<file path="config.mk">
export PLATFORM = sky130hd
export DESIGN_NAME = fpsd_store_denorm
export DESIGN_NICKNAME = d
export VERILOG_FILES = /design/src/rtl/fpsd_pkg.sv /design/src/rtl/fpsd_classify.sv /design/src/rtl/fpsd_shift_unit.sv /design/src/rtl/fpsd_store_denorm.sv
export SDC_FILE = /design/constraint.sdc
export NUM_CORES = 1
export LEC_CHECK = 0
export BUFFER_PORTS_ARGS = -buffer_cell sky130_fd_sc_hd__buf_2
export CORE_ASPECT_RATIO = 0.7
export CORE_MARGIN = 5
export CORE_UTILIZATION = 50
export DETAILED_ROUTE_END_ITERATION = 10
export PLACE_DENSITY = 0.79
export SKIP_LAST_GASP = 1
export SYNTH_ARGS = -nofsm -noshare
export SYNTH_HDL_FRONTEND = slang
export SYNTH_SLANG_ARGS = --single-unit
</file>
<file path="constraint.sdc">
create_clock -name clk -period 2.49 [get_ports clk]
set_input_delay 0.1245 -clock clk [delete_from_list [all_inputs] [get_ports clk]]
set_output_delay 0.1245 -clock clk [all_outputs]
set_load 0.05 [all_outputs]
</file>
<file path="src/rtl/fpsd_pkg.sv">
// Package: shared field widths and exponent constants for the store-path
// denormalizer. Assumes IEEE-754 binary64 register images and binary32 memory images.
package fpsd_pkg;
    localparam int DEXP_W   = 11;
    localparam int DFRAC_W  = 52;
    localparam int SEXP_W   = 8;
    localparam int SFRAC_W  = 23;
    localparam int MANT_W   = SFRAC_W + 1;
    localparam int CNT_W    = $clog2(MANT_W + 1);
    localparam int DBIAS    = 1023;
    localparam int SBIAS    = 127;
    localparam int REBIAS   = DBIAS - SBIAS;          // 896
    localparam int DEN_LIM  = REBIAS + 1;             // 897
    localparam int OVF_EXP  = REBIAS + (1 << SEXP_W) - 1; // 1151
    localparam int MIN_SH   = DEN_LIM - MANT_W + 1;   // 874
    localparam int PAD_W    = DFRAC_W - SFRAC_W;      // 29

    typedef enum logic {
        MODE_SINGLE = 1'b0,
        MODE_DOUBLE = 1'b1
    } st_mode_e;
endpackage

</file>
<file path="src/rtl/fpsd_classify.sv">
// Module: fpsd_classify
// Decodes one operand. It either produces the finished one-cycle image, or it
// prepares the mantissa, the direction and the shift count for the serial unit.
// Assumes a purely combinational use in the cycle in which start is taken.
module fpsd_classify
    import fpsd_pkg::*;
(
    input  logic                mode,
    input  logic [63:0]         operand,
    output logic                fast,
    output logic [63:0]         fast_res,
    output logic                sign,
    output logic                dir_left,
    output logic [MANT_W-1:0]   mant_init,
    output logic [CNT_W-1:0]    cnt_init
);
    logic [DEXP_W-1:0]  d_exp;
    logic [SFRAC_W-1:0] d_frac;
    logic [SEXP_W-1:0]  s_exp;
    logic [SFRAC_W-1:0] s_frac;

    assign d_exp  = operand[62 -: DEXP_W];
    assign d_frac = operand[DFRAC_W-1 -: SFRAC_W];
    assign s_exp  = operand[30 -: SEXP_W];
    assign s_frac = operand[SFRAC_W-1:0];

    // Sort the operand into its path and build the one-cycle image.
    always_comb begin
        fast      = 1'b1;
        fast_res  = '0;
        dir_left  = 1'b0;
        mant_init = '0;
        cnt_init  = '0;
        sign      = (mode == MODE_DOUBLE) ? operand[31] : operand[63];
        if (mode == MODE_SINGLE) begin
            if (d_exp == '1) begin
                fast_res = {32'b0, sign, {SEXP_W{1'b1}}, d_frac};
            end else if (d_exp >= DEXP_W'(OVF_EXP)) begin
                fast_res = {32'b0, sign, {SEXP_W{1'b1}}, {SFRAC_W{1'b0}}};
            end else if (d_exp >= DEXP_W'(DEN_LIM)) begin
                fast_res = {32'b0, sign, SEXP_W'(d_exp - DEXP_W'(REBIAS)), d_frac};
            end else if (d_exp >= DEXP_W'(MIN_SH)) begin
                fast      = 1'b0;
                mant_init = {1'b1, d_frac};
                cnt_init  = CNT_W'(DEXP_W'(DEN_LIM) - d_exp);
            end else begin
                fast_res = {32'b0, sign, 31'b0};
            end
        end else begin
            if (s_exp == '1) begin
                fast_res = {sign, {DEXP_W{1'b1}}, s_frac, {PAD_W{1'b0}}};
            end else if (s_exp != '0) begin
                fast_res = {sign, DEXP_W'(s_exp) + DEXP_W'(REBIAS), s_frac, {PAD_W{1'b0}}};
            end else if (s_frac == '0) begin
                fast_res = {sign, 63'b0};
            end else begin
                fast      = 1'b0;
                dir_left  = 1'b1;
                mant_init = {1'b0, s_frac};
            end
        end
    end
endmodule

</file>
<file path="src/rtl/fpsd_shift_unit.sv">
// Module: fpsd_shift_unit
// Serial mantissa shifter that moves one bit per step. Right shifts stop after a
// loaded count; left shifts stop when the leading one reaches the top bit.
// Assumes load and step are never high together.
module fpsd_shift_unit
    import fpsd_pkg::*;
#(
    parameter int MW = MANT_W,
    parameter int CW = CNT_W
) (
    input  logic            clk,
    input  logic            rst_n,
    input  logic            load,
    input  logic            step,
    input  logic            dir_in,
    input  logic [MW-1:0]   mant_in,
    input  logic [CW-1:0]   cnt_in,
    output logic            last,
    output logic [MW-2:0]   frac_next,
    output logic [CW-1:0]   steps_next
);
    logic [MW-1:0] mant;
    logic [MW-1:0] mant_next;
    logic          dir_q;
    logic [CW-1:0] remain;
    logic [CW-1:0] steps;

    // Next mantissa, step total and end-of-run flag for the current step.
    always_comb begin
        mant_next  = dir_q ? (mant << 1) : (mant >> 1);
        steps_next = steps + CW'(1);
        last       = dir_q ? mant[MW-2] : (remain == CW'(1));
        frac_next  = mant_next[MW-2:0];
    end

    // Load a new mantissa or advance it by one bit position.
    always_ff @(posedge clk) begin
        if (!rst_n) begin
            mant   <= '0;
            dir_q  <= 1'b0;
            remain <= '0;
            steps  <= '0;
        end else if (load) begin
            mant   <= mant_in;
            dir_q  <= dir_in;
            remain <= cnt_in;
            steps  <= '0;
        end else if (step) begin
            mant   <= mant_next;
            remain <= remain - CW'(1);
            steps  <= steps_next;
        end
    end
endmodule

</file>
<file path="src/rtl/fpsd_store_denorm.sv">
// Module: fpsd_store_denorm (top)
// Store-path converter. One-cycle cases finish at the start edge. Subnormal
// cases load the serial shifter and finish when it reports its last step.
// Assumes the caller holds operand and mode only in the start cycle.
module fpsd_store_denorm
    import fpsd_pkg::*;
(
    input  logic        clk,
    input  logic        rst_n,
    input  logic        start,
    input  logic        mode,
    input  logic [63:0] operand,
    output logic        busy,
    output logic        done,
    output logic [63:0] result
);
    logic                fast;
    logic [63:0]         fast_res;
    logic                sign;
    logic                dir_left;
    logic [MANT_W-1:0]   mant_init;
    logic [CNT_W-1:0]    cnt_init;
    logic                last;
    logic [SFRAC_W-1:0]  frac_next;
    logic [CNT_W-1:0]    steps_next;
    logic                accept;
    logic                mode_q;
    logic                sign_q;
    logic [63:0]         serial_res;

    fpsd_classify u_cls (
        .mode      (mode),
        .operand   (operand),
        .fast      (fast),
        .fast_res  (fast_res),
        .sign      (sign),
        .dir_left  (dir_left),
        .mant_init (mant_init),
        .cnt_init  (cnt_init)
    );

    fpsd_shift_unit #(.MW(MANT_W), .CW(CNT_W)) u_shift (
        .clk        (clk),
        .rst_n      (rst_n),
        .load       (accept && !fast),
        .step       (busy),
        .dir_in     (dir_left),
        .mant_in    (mant_init),
        .cnt_in     (cnt_init),
        .last       (last),
        .frac_next  (frac_next),
        .steps_next (steps_next)
    );

    assign accept = start && !busy;

    // Format the final image of a serial run from the last shifter step.
    always_comb begin
        if (mode_q == MODE_DOUBLE)
            serial_res = {sign_q, DEXP_W'(DEN_LIM) - DEXP_W'(steps_next),
                          frac_next, {PAD_W{1'b0}}};
        else
            serial_res = {32'b0, sign_q, {SEXP_W{1'b0}}, frac_next};
    end

    // Control: take requests, run the serial phase, raise the done strobe.
    always_ff @(posedge clk) begin
        if (!rst_n) begin
            busy   <= 1'b0;
            done   <= 1'b0;
            result <= '0;
            mode_q <= 1'b0;
            sign_q <= 1'b0;
        end else begin
            done <= 1'b0;
            if (busy) begin
                if (last) begin
                    busy   <= 1'b0;
                    done   <= 1'b1;
                    result <= serial_res;
                end
            end else if (start) begin
                mode_q <= mode;
                sign_q <= sign;
                if (fast) begin
                    result <= fast_res;
                    done   <= 1'b1;
                end else begin
                    busy <= 1'b1;
                end
            end
        end
    end
endmodule

</file>
Word level (Yosys, flattened, before mapping). Index checks and enable logic that the tools add are counted. W data, S select, Z words.

Register bits: 103. Output and inout bits: 66. Word-level logic and storage cells: 89.

Add/sub/neg operators: 6. Order comparisons: 3. Equal/unequal tests: 4. Muxes and demuxes: 53. Bitwise gates (word level): 2. Reductions and logical operators: 12.

Operator list (number): $mux W64 (12); $mux W24 (10); $mux W5 (7); $mux W32 (1); $logic_not A23 Y1 (1); $mux W23 (1); $ge A11 B10 Y1 const B (2); $mux W1 (22); $add A8 B10 Y11 const B (1); $eq A11 B11 Y1 const B (1); $ge A11 B11 Y1 const B (1); $sub A10 B5 Y11 const A (1); $eq A8 B8 Y1 const B (1); $reduce_bool A8 Y1 (1); $sub A8 B8 Y8 const B (1); $reduce_bool A2 Y1 (3); $add A5 B1 Y5 const B (1); $eq A5 B1 Y1 const B (1); $sub A1 B5 Y5 const A (1); $sub A5 B1 Y5 const B (1); $reduce_and A3 Y1 (1); $logic_and A1 B1 Y1 (2); $logic_not A1 Y1 (2); $ne A2 B1 Y1 const B (1); other kinds (3) (4).

Longest topological paths before layout.
Depth in word-level cells: 9. Mapped depth: 11.

Cells and area by module. From an unflattened synthesis, not the netlist that was laid out.

Cells, all modules: 770. Area total of the unflattened synthesis: 6394.9 um2.

By module, submodules not included: fpsd_store_denorm (times used 1, cells an instance 330, area an instance 3066.7 um2, sequential area each 1361.3 um2); fpsd_shift_unit (times used 1, cells an instance 222, area an instance 2063.2 um2, sequential area each 700.7 um2); fpsd_classify (times used 1, cells an instance 218, area an instance 1265.0 um2, sequential area each 0.0 um2).

Worst setup path before layout. Ideal clock, no wire load.

Path type: reg-to-reg. Start point: register busy. End point: register u_shift.mant[10]. Data arrival time: 2.044 ns. Data required time: 2.375 ns. Path slack: 0.332 ns. Cell stages (with the launch flop): 8. Buffers on the path: 3. Period minus slack after synthesis: 2.158 ns. Cells stage by stage: dfxtp_1 > clkbuf_1 > nand2b_1 > o32ai_2 > buf_2 > buf_4 > a221o_1 > o21a_1.

Cells in the longest elaborated chain, start to end: 4. Elaborated cells between the ends (all ways): 5. Classes of those cells: mux: 1; reduce/logical: 4.

Ends and longest elaborated chain: start: declaration (RTL line fpsd_store_denorm.sv:13) `output logic busy,`; start signal: assignment (RTL line fpsd_store_denorm.sv:69) `busy <= 1'b0;`; start signal: assignment (RTL line fpsd_store_denorm.sv:78) `busy <= 1'b0;`; start signal: assignment (RTL line fpsd_store_denorm.sv:89) `busy <= 1'b1;`; $logic_not A1 Y1 (RTL line fpsd_store_denorm.sv:55) `assign accept = start && !busy;`; $logic_and A1 B1 Y1 (RTL line fpsd_store_denorm.sv:55); $logic_and A1 B1 Y1 (RTL line fpsd_store_denorm.sv:45) `.load (accept && !fast),`; $mux W24 or $reduce_bool A2 Y1 (tied branches); end signal: assignment (RTL line fpsd_shift_unit.sv:44) `mant <= mant_in;`; end signal: assignment (RTL line fpsd_shift_unit.sv:49) `mant <= mant_next;`; end: declaration (RTL line fpsd_shift_unit.sv:22) `logic [MW-1:0] mant;`.

Several ways; a longest one is shown, not always the timed one. A chain may end at the register's enable or synchronous reset.

Worst setup path in the final report.
Start point: register busy. End point: register result[3].

Cells in the longest elaborated chain, start to end: 2. Elaborated cells between the ends (all ways): 5. Classes of those cells: eq/ne: 1; mux: 1; reduce/logical: 3.

Ends and longest elaborated chain: $ne A2 B1 Y1 (no source line) or $reduce_bool A2 Y1 (tied branches); $reduce_and A3 Y1 (no source line); end signal: assignment (RTL line fpsd_store_denorm.sv:80) `result <= serial_res;`; end signal: assignment (RTL line fpsd_store_denorm.sv:86) `result <= fast_res;`; end: declaration (RTL line fpsd_store_denorm.sv:15) `output logic [63:0] result`.

Several ways; a longest one is shown, not always the timed one.

==> results.yml <==
outcome:
  status: "finished, final reports clean"
flow_run:
  max_cap_viol_count: 0
die:
  core_mm2: 0.01093
  die_area_mm2: 0.01329
  ioPinCount: 134
  placementRows: 32
  die_w_um: 135.7
  dieHeight_um: 97.97
  start_util_pct: 50.57
detailed_routing:
  dr.pass1.iters: 6
  vias_per_cell: 6.136
  vias: 5602
  routed_wl_mm: 16.95
  drc: 0
  detail_route.iter0.violations: 588
  routedWlPerCell_um: 18.56
  final_antenna_net_count: 0
pwr:
  powerDensity_mw_per_mm2: 591.7
  p_leak_nw: 2.750
  irDropWorstVdd_mv: 0.4471
synthesis:
  synth.most_common_cell: "dfxtp_1"
  synth_common_cells: "102 x dfxtp_1, 71 x nor2_1, 68 x nand2_1"
  ys_seq_elements: 102
  synth_top_cells_by_area: "dfxtp_1 37%, nor2_1 4.8%, nand2_1 4.6%"
  synth_async_sr_flop_share_pct: 0
  ys_seq_area_share_pct: 36.94
  yosys.cell_types.count: 61
  synth_top_area_share_pct: 36.94
  synth_ff_type: "dfxtp_1"
  synth-edff-count: 0
  synth_warnings: 0
  yosysTopAreaCell: "dfxtp_1"
  netlist_area_mm2: 0.005528
  syn-num-nets: 719
  postSynthAreaPerCell_um2: 8.584
  syn_inst: 644
placed_design:
  io_buffer_count: 133
  gp_congestion: 0.9620
  dpl.cell_count: 895
  dp_hpwl_mm: 12.02
global_routing:
  track_usage_pct: 24.72
  grt_max_degree: 63
  grt_pass1_wl_mm: 27.10
  grt_pass1_vias: 5348
  gr-total-overflow: 0
  antenna_found_initial: 1
clock_network:
  post_cts_buffers: 0
  cts_tree: "built"
  numClockSinks: 102
  cts_resized: 0
  worst_skew_pair.late_latency_ps: 350
  numCtsBuffers: 9
  htreeDepth: 3
  cts_hold_buffers: 0
  root_buffer: "clkbuf_16"
  cts_buffer_depth: 2
  clkTransAtPathRegs_ps: 70
timing:
  period_minus_slack_ps: 2262
  fin_tns_setup_ps: 0
  setup_viol: 0
  clock-skew-final_ps: 8.917
  worstMarginPinSlew_ps: 1014
  hold_viol: 0
  period_share_pct: 90.86
  rsz0062_at_grt: "no"
  maxSlewViolCount: 0
  relSlewSlack_pct: 32.32
  fmax_mhz: 442.0
finish:
  syn_to_final_growth_pct: 21.07
  register_area_mm2: 0.002043
  fillers: 964
  num-nets-final: 828
  final_cells: 913
  drive_above_1_share_pct: 27.44
  multi_input_area_mm2: 0.003231
critical_path:
  criticalPathCategory: "register to register"
  worstPathRequired_ps: 2750
  crit_path_max_fanout: 23
  cp.arrival_ps: 2520
  cp-end-kind: "register"
  cp-start-kind: "register"
min_path:
  holdCritPathClass: "input pin to register"
==> routing by layer <==
metal	global-route usage [%]	vias up	part of all wire [%]	wire (µm)
met3	7.003	18	10	1753
li1	-	2629	-	-
met2	38.11	285	45	7598
met5	0	-	0	0
met4	5.500	0	1.0	172
met1	34.57	2670	44	7422
==> sequential cells by signal, indices dropped and copies added (netlist names) <==
| register | flops |
|---|---|
| mode_q | 1 |
| u_shift.steps | 5 |
| u_shift.mant | 24 |
| u_shift.dir_q | 1 |
| result | 63 |
| sign_q | 1 |
| busy | 1 |
| done | 1 |
| u_shift.remain | 5 |
==> cell usage in the layout (no fill, tap or decap), drive strengths merged, types with 20 or more instances in the layout <==
cell,n
dfxtp,102
a221o,23
o21a,23
and2,25
nor2,71
a22oi,22
buf,153
a211oi,28
nand2,68
mux2,20
a311oi,27
nor3b,24
==> critical path, cell delays in order (launching register included) <==
cell and delay [ps]:
dfxtp_2 340, buf_4 190, or2_2 420, nor4_1 220, nand3_1 180, o41ai_4 90, buf_4 340, a22oi_1 120
a211oi_1 270
==> metrics by stage <==
| step | total power [mW] | instance area (µm²) | utilization (%) | setup slack [ps] | hold WS, ps |
|---|---|---|---|---|---|
| after global placement | 2.434 | 6360 | 58.18 | 199.7 | 410.1 |
| after global routing | 4.102 | 6690 | 61.21 | 69.59 | 62.91 |
| after CTS | 3.961 | 6684 | 61.15 | 119.4 | 57.62 |
| final | 3.960 | 6693 | 61.23 | 227.6 | 61.38 |
| after detailed placement | 2.448 | 6360 | 58.18 | 101.0 | 422.9 |
| after floorplan | 2.227 | 5528 | - | 331.6 | 264.6 |
==> report_power, final <==
part / leakage [nW] / internal [mW] / total [mW] / switching, mW
Clock: 0.156 / 0.911 / 1.54 / 0.630
Combinational: 1.76 / 0.185 / 0.680 / 0.495
Sequential: 0.836 / 1.70 / 1.74 / 0.0387
==> area by class of cell <==
class,instances,area share [%]
Multi-Input combinational cell,476,48.27
Sequential cell,102,30.53
Timing Repair Buffer,153,12.81
Clock buffer,11,3.627
Tap cell,153,2.860
Clock inverter,5,1.215
Inverter,11,0.6169
Antenna cell,2,0.07478
==> path summary, 6_finish.rpt <==
check	startpoint	endpoint	slack, ps	cells past startpoint
setup reg to reg	busy	result[3]	230	8
hold / removal	operand[24]	result[53]	60	3
hold reg to reg	result[62]	result[62]	470	2
setup / recovery	busy	result[3]	230	8
==> cells by family after synthesis <==
kind of cell,synth area share [%]
simple gates,22.59
compound gates,26.85
flops,36.94
buf+inv,5.364
mux,4.618
xor+xnor,2.060
fa+ha+maj,1.584
No activity file was read; power rests on OpenSTA's default activity.
